## config.mk

```make
export PLATFORM = sky130hd
export DESIGN_NAME = periph_rst_ctrl
export DESIGN_NICKNAME = d
export VERILOG_FILES = /design/src/rtl/periph_rst_ctrl.sv
export SDC_FILE = /design/constraint.sdc
export NUM_CORES = 1
export LEC_CHECK = 0
export BUFFER_PORTS_ARGS = -buffer_cell sky130_fd_sc_hd__buf_2
export CAP_MARGIN = 20
export CORE_MARGIN = 8
export CORE_UTILIZATION = 23
export CTS_CLUSTER_SIZE = 8
export DETAILED_ROUTE_END_ITERATION = 10
export PLACE_DENSITY_LB_ADDON = 0.15
export SLEW_MARGIN = 10
export SYNTH_ARGS = -nofsm -noshare
export SYNTH_HDL_FRONTEND = slang
export SYNTH_SLANG_ARGS = --single-unit
export TNS_END_PERCENT = 20
```

## constraint.sdc

```tcl
create_clock -name clk -period 1.38 [get_ports clk]
set_clock_uncertainty 0.15 [all_clocks]
set_input_delay 0.207 -clock clk [delete_from_list [all_inputs] [get_ports clk]]
set_output_delay 0.207 -clock clk [all_outputs]
set_load 0.05 [all_outputs]
```

## src/rtl/periph_rst_ctrl.sv

```systemverilog
module periph_rst_ctrl #(
  parameter int ADDR_W   = 4,
  parameter int DATA_W   = 32,
  parameter int N_PERIPH = 5,
  parameter int REG_ADDR = 0
) (
  input  logic                clk,
  input  logic                rst_n,
  input  logic                bus_we,
  input  logic                bus_re,
  input  logic [ADDR_W-1:0]   bus_addr,
  input  logic [DATA_W-1:0]   bus_wdata,
  output logic [DATA_W-1:0]   bus_rdata,
  input  logic                mst_secure,
  input  logic                mst_priv,
  input  logic [N_PERIPH-1:0] bit_secure,
  input  logic                sec_priv_en,
  input  logic                nsec_priv_en,
  output logic [N_PERIPH-1:0] periph_rst_o
);
  localparam int PAD_W = DATA_W - N_PERIPH;

  logic [N_PERIPH-1:0] ctl_q;
  logic [N_PERIPH-1:0] access_ok;
  logic                hit;

  assign hit = (bus_addr == ADDR_W'(REG_ADDR));

  for (genvar i = 0; i < N_PERIPH; i++) begin : g_gate
    logic need_priv;
    assign need_priv    = bit_secure[i] ? sec_priv_en : nsec_priv_en;
    assign access_ok[i] = (mst_secure | ~bit_secure[i]) & (mst_priv | ~need_priv);
  end

  always_ff @(posedge clk or negedge rst_n) begin
    if (!rst_n)
      ctl_q <= '0;
    else if (bus_we && hit)
      ctl_q <= (bus_wdata[N_PERIPH-1:0] & access_ok) | (ctl_q & ~access_ok);
  end

  assign bus_rdata    = (bus_re && hit) ? {{PAD_W{1'b0}}, ctl_q & access_ok} : '0;
  assign periph_rst_o = ctl_q;

  wire unused_wdata_hi = ^bus_wdata[DATA_W-1:N_PERIPH];
endmodule

```

==> flow_summary.ini, run 1 <==
[status]
status = complete, but fails checks
violations = negative setup slack

[clock_network]
clock_path_buffers = 2
clkSlewWorstSetupHoldPaths_ps = 40
cts_buffers = 3
cts_max_level = 1
cts.sinks = 5
cts_root_buf = clkbuf_4
cts_tree = built
clk_latency_ps = 240

[finish]
layout-drive-gt1-share_pct = 44.4
syn2layout_area_growth_pct = 35.4
num_antenna_cells = 0
nNetsFinal = 158
stdcell_count = 138

[placed_design]
dpl_worst_slack_ps = -361
dp_cells = 132
io_buffers = 31
gp_congestion = 0.653
hpwl_mm = 1.50

[logic_synthesis]
syn_area_um2 = 612
yosys.area.top_type = buf_4
synth_cell_types = 17
ys_seq_area_share_pct = 20.4
synth-seq-cells = 5
synth_area_per_cell_um2 = 8.62
yosys_warnings = 0
synthCells = 71
synth_area_leaders = buf_4, dfrtp_1, mux2_1
netlist.area_leader.share_pct = 33.1

[die]
die-area_um2 = 4570
io-pin-count = 86
initial_core_util_pct = 24.5
rows = 18
fp.dieH_um = 67.6
die_w_um = 67.6
design.core.area_um2 = 2500

[global_route]
grt_first_pass_wirelength_mm = 2.38
grt_pass1_vias = 573
track_usage_pct = 6.74
grt_max_degree = 7
grt_overflow = 0
antenna_found_initial = 0

[power_and_ir_drop]
p_per_area_nw_per_um2 = 983
irDropWorstVdd_mv = 0.585
power_leakage_nw = 0.433

[detailed_routing]
postRouteAntennaNets = 0
drt_iter0_markers = 2
vias = 519
drtPass1Iterations = 4
routedWlPerCell_um = 11.8
drcViolationCount = 0
wirelength_mm = 1.63
viasPerCell = 3.76

[timing]
fin_ws_ps = -231
hold_viol_final = 0
layout_min_cycle_time_ps = 1610
rsz0062_at_grt = true
fmax_mhz = 621
setup_viol = 5
drv_slew = 0
fin_crit_sh_pct = 117

[worst_setup_path]
critPathRequiredTime_ps = 1020
crit_arrival_ps = 1250
worstRegToRegCells = 1
worst-setup-path-type = primary input to output port
end_kind = output port
path_max_fanout = 5
cp-start-kind = primary input

[flow_run]
maxCapViolations = 0

[min_path]
whs_path_depth = 2
hold_class = primary input to flop
## path summary, 6_finish.rpt
kind	startpoint	end	slack, ps
min reg2reg	flop	flop	370
max	bus_addr[2]	bus_rdata[2]	-230
min in group asynchronous	rst_n	async pin	160
max in group asynchronous	rst_n	async pin	790
max reg2reg	flop	flop	430
min	bus_wdata[4]	flop	40
## per-layer routing
layer / global-route usage [%] / wire length, um
met5: 0 / 0
met4: 0.783 / 0
met3: 3.48 / 252
met2: 11.2 / 702
met1: 7.74 / 675
## cells in the final DEF (no fill, tap or decap), drive strengths merged
| master | netlist | routed |
|---|---|---|
| o22ai | 1 | 1 |
| conb | 1 | 27 |
| and2 | 1 | 1 |
| nor3 | 8 | 8 |
| nand2 | 6 | 6 |
| mux2i | 4 | 4 |
| nor2b | 6 | 6 |
| dlygate4sd3 | 0 | 1 |
| nand3 | 1 | 1 |
| nor4 | 1 | 1 |
| and3 | 1 | 1 |
| mux2 | 5 | 5 |
| clkbuf | 0 | 4 |
| nor2 | 4 | 4 |
| buf | 27 | 33 |
| dfrtp | 5 | 5 |
## final cells by class
type	instances	area, um2
well taps	30	37.5
multi-input cells	65	428
repair buffers	34	211
clock buffers	4	26.3
fillers	275	1670
flip-flops and latches	5	125
## stage by stage
step | hold WS [ps] | instance area (um2) | power [mW] | util, % | setup TNS [ps]
after floorplan | -239 | 754 | 0.603 | - | -1030
after global placement | -119 | 752 | 0.644 | 30.1 | -2370
after detailed placement | -121 | 752 | 0.645 | 30.1 | -2510
after CTS | 38.1 | 821 | 0.824 | 32.8 | -1210
after global routing | 42.1 | 828 | 0.859 | 33.1 | -1600
final | 40.8 | 828 | 0.814 | 33.1 | -1100
## timing repair
item / in CTS / in global routing
endpoints found under the hold margin: 5 / 0
pin swaps: 0 / 1
resized for setup: 11 / 0
setup endpoints to repair: 5 / 9
setup buffers: 0 / 1
hold buffers: 1 / 0
## cell families after synthesis
family | after synthesis | share of synthesized area [%]
AND/OR/NAND/NOR | 28 | 29.0
AO/OA/AOI/OAI | 1 | 1.02
flip-flops | 5 | 20.4
multiplexers | 9 | 15.7
other | 1 | 0.613
buffers and inverters | 27 | 33.1
## worst max-delay path: stages
cell and delay, ps:
buf_2 110, nor4_4 320, and2_4 220, nand2_1 80
nor3_4 130, buf_6 180
## Yosys cell counts
cell / count
nor2b_1: 6
nor2_1: 4
nor3_1: 4
conb_1: 1
mux2_1: 4
o22ai_1: 1
and3_1: 1
mux2_2: 1
mux2i_1: 4
dfrtp_1: 5
nand2_2: 1
nor4_4: 1
nand2_1: 5
and2_2: 1
buf_4: 27
nand3_1: 1
nor3_2: 4
## power by group
part / leakage, nW / total [mW] / switching, mW / internal, mW
registers: 0.0635 / 0.205 / 0.0246 / 0.180
clock network: 0.0150 / 0.166 / 0.0568 / 0.109
logic: 0.354 / 0.443 / 0.357 / 0.0865
Note: power is estimated with default switching activity, not from simulation.
==> run 2, diff against run 1 <==
--- a/config.mk
+++ b/config.mk
@@ -5,12 +5,12 @@
 export SDC_FILE = /design/constraint.sdc
 export NUM_CORES = 1
 export LEC_CHECK = 0
-export BUFFER_PORTS_ARGS = -buffer_cell sky130_fd_sc_hd__buf_2
 export CAP_MARGIN = 20
-export CORE_MARGIN = 8
-export CORE_UTILIZATION = 23
+export CORE_AREA = 8 8 45 47
 export CTS_CLUSTER_SIZE = 8
 export DETAILED_ROUTE_END_ITERATION = 10
+export DIE_AREA = 0 0 53 55
+export DONT_BUFFER_PORTS = 1
 export PLACE_DENSITY_LB_ADDON = 0.15
 export SLEW_MARGIN = 10
 export SYNTH_ARGS = -nofsm -noshare
==> run 2 against run 1 <==
The run still ends with negative setup slack left. Critical path depth shrank 1. First-iteration DRC count grew to 2.5 times the previous value. Count of clock-buffer cells in the layout is the same. Sequential cell count is the same. Worst setup slack gained 160 ps. Via count shrank 9.4%. Hold slack gained 19 ps. Sequential share of layout area grew 0.45 points. Sequential power shrank 3%. Die area shrank 36%. Critical path type unchanged.
==> flow_summary.ini, run 2 (synthesized netlist as in run 1, its figures left out) <==
[status]
status = complete, but fails checks
violations = negative setup slack

[power_and_ir_drop]
power_leakage_nw = 0.378
p_clk_share_pct = 21.1
irDropWorstVdd_mv = 0.701
p_sw_share_pct = 52.1
share_comb_of_total_power_pct = 54.2
p_per_area_nw_per_um2 = 996
seqPwrFrac_pct = 24.7
p_int_mw = 0.383
switchingPower_mw = 0.418

[clock_network]
cts_buffers = 3
cts_tree = built
cts_max_level = 1
clkSlewWorstSetupHoldPaths_ps = 40
clock_path_buffers = 2
cts.sinks = 5
clk_latency_ps = 240
cts_root_buf = clkbuf_4

[detailed_routing]
routedWlPerCell_um = 13.7
wirelength_mm = 1.46
vias = 470
postRouteAntennaNets = 0
drcViolationCount = 0
drt_iter0_markers = 5
viasPerCell = 4.39
drtPass1Iterations = 4

[global_route]
grt_first_pass_wirelength_mm = 2.05
grt_pass1_vias = 492
antenna_found_initial = 0
grt_max_degree = 7
grt_overflow = 0
track_usage_pct = 9.58

[timing]
fmax_mhz = 688
rsz0062_at_grt = true
setup_viol = 5
fin_ws_ps = -72.7
drv_slew = 0
layout_min_cycle_time_ps = 1450
fin_crit_sh_pct = 105
tns_ps = -296
hold_viol_final = 0

[die]
design.core.area_um2 = 1380
rows = 14
die-area_um2 = 2920
fp.dieH_um = 55
die_w_um = 53
initial_core_util_pct = 44.2
io-pin-count = 86

[flow_run]
maxCapViolations = 0

[finish]
final_cell_mix = conb_1, nor2b_1, dlygate4sd3_1, buf_4
finish.utilization_pct = 58.1
stdcell_count = 107
num_antenna_cells = 0
syn2layout_area_growth_pct = 31.5
final_common_cell = conb_1
layout-drive-gt1-share_pct = 28.6
nNetsFinal = 141

[placed_design]
hpwl_mm = 1.33
gp_congestion = 0.617
dpl_worst_slack_ps = -114
io_buffers = 0
dp_cells = 97

[worst_setup_path]
cp-start-kind = primary input
crit_arrival_ps = 1100
worst-setup-path-type = primary input to output port
path_buf_inv = 1
end_kind = output port
path_cells = nor4_4 -> and2_4 -> nand2_1 -> nor3_4 -> buf_12
critPathRequiredTime_ps = 1020
critPathTopFamily = simple AND/OR/NAND/NOR gates
cp-startpoint = bus_addr[1]
crit_path_max_incr_delay_ps = 270
cpMaxStageDelayCell = nor4_4
path_max_fanout = 5

[min_path]
worstHoldStart = bus_we
hold_class = primary input to flop
## run 2: cell count changes in the layout (fill, tap and decap cells not counted), sizes merged
| cell | before | now |
|---|---|---|
| buf | 33 | 11 |
| dlygate4sd3 | 1 | 6 |
## run 2: power by group through the flow
| stage | Clock, mW | Sequential, mW | Combinational (mW) |
|---|---|---|---|
| after floorplan | 0 | 0.318 | 0.285 |
| after global placement | 0 | 0.200 | 0.416 |
| after detailed placement | 0 | 0.201 | 0.417 |
| after CTS | 0.174 | 0.199 | 0.434 |
| after global routing | 0.188 | 0.202 | 0.449 |
| final | 0.169 | 0.198 | 0.434 |
## run 2: per-layer routing
metal | global-route usage, % | wire [um] | vias up
met2 | 18.0 | 735 | 36
met1 | 6.67 | 369 | 212
met3 | 8.02 | 357 | 0
met5 | 0 | 0 | -
li1 | - | - | 222
met4 | 3.88 | 0 | 0
## run 2: worst reg2reg max path, cell delays in order (launching register included)
cell,delay [ps]
dfrtp_1,370
buf_4,190
mux2_1,290
## run 2: repair_timing
action	4_1_cts	5_1_grt
resized for setup	1	0
pin swaps	0	0
hold endpoints to repair	10	0
hold buffers	6	0
setup buffers	0	0
setup endpoints to repair	5	5
## run 2: layout make-up
class                           instances  area, um2
Timing Repair Buffer                   17        205
Clock buffer                            4       26.3
Fill cell                             141        579
Multi-Input combinational cell         65        428
Tap cell                               16       20.0
Sequential cell                         5        125
## run 2: final timing paths
path	slack (ps)	cells past startpoint	end
worst max-delay path	-70	5	bus_rdata[0]
worst min-delay path	60	2	flop
worst max register to register	260	2	flop
worst min register to register	370	1	flop
max in group asynchronous	780	1	async pin
min in group asynchronous	110	1	async pin
## run 2: metrics by stage
stage | hold WS [ps] | instance area [um2] | power, mW
detailed placement | -238 | 717 | 0.618
global placement | -238 | 717 | 0.615
CTS | 60.4 | 805 | 0.807
global route | 46.2 | 805 | 0.839
floorplan | -239 | 754 | 0.603
finish | 59.7 | 805 | 0.801
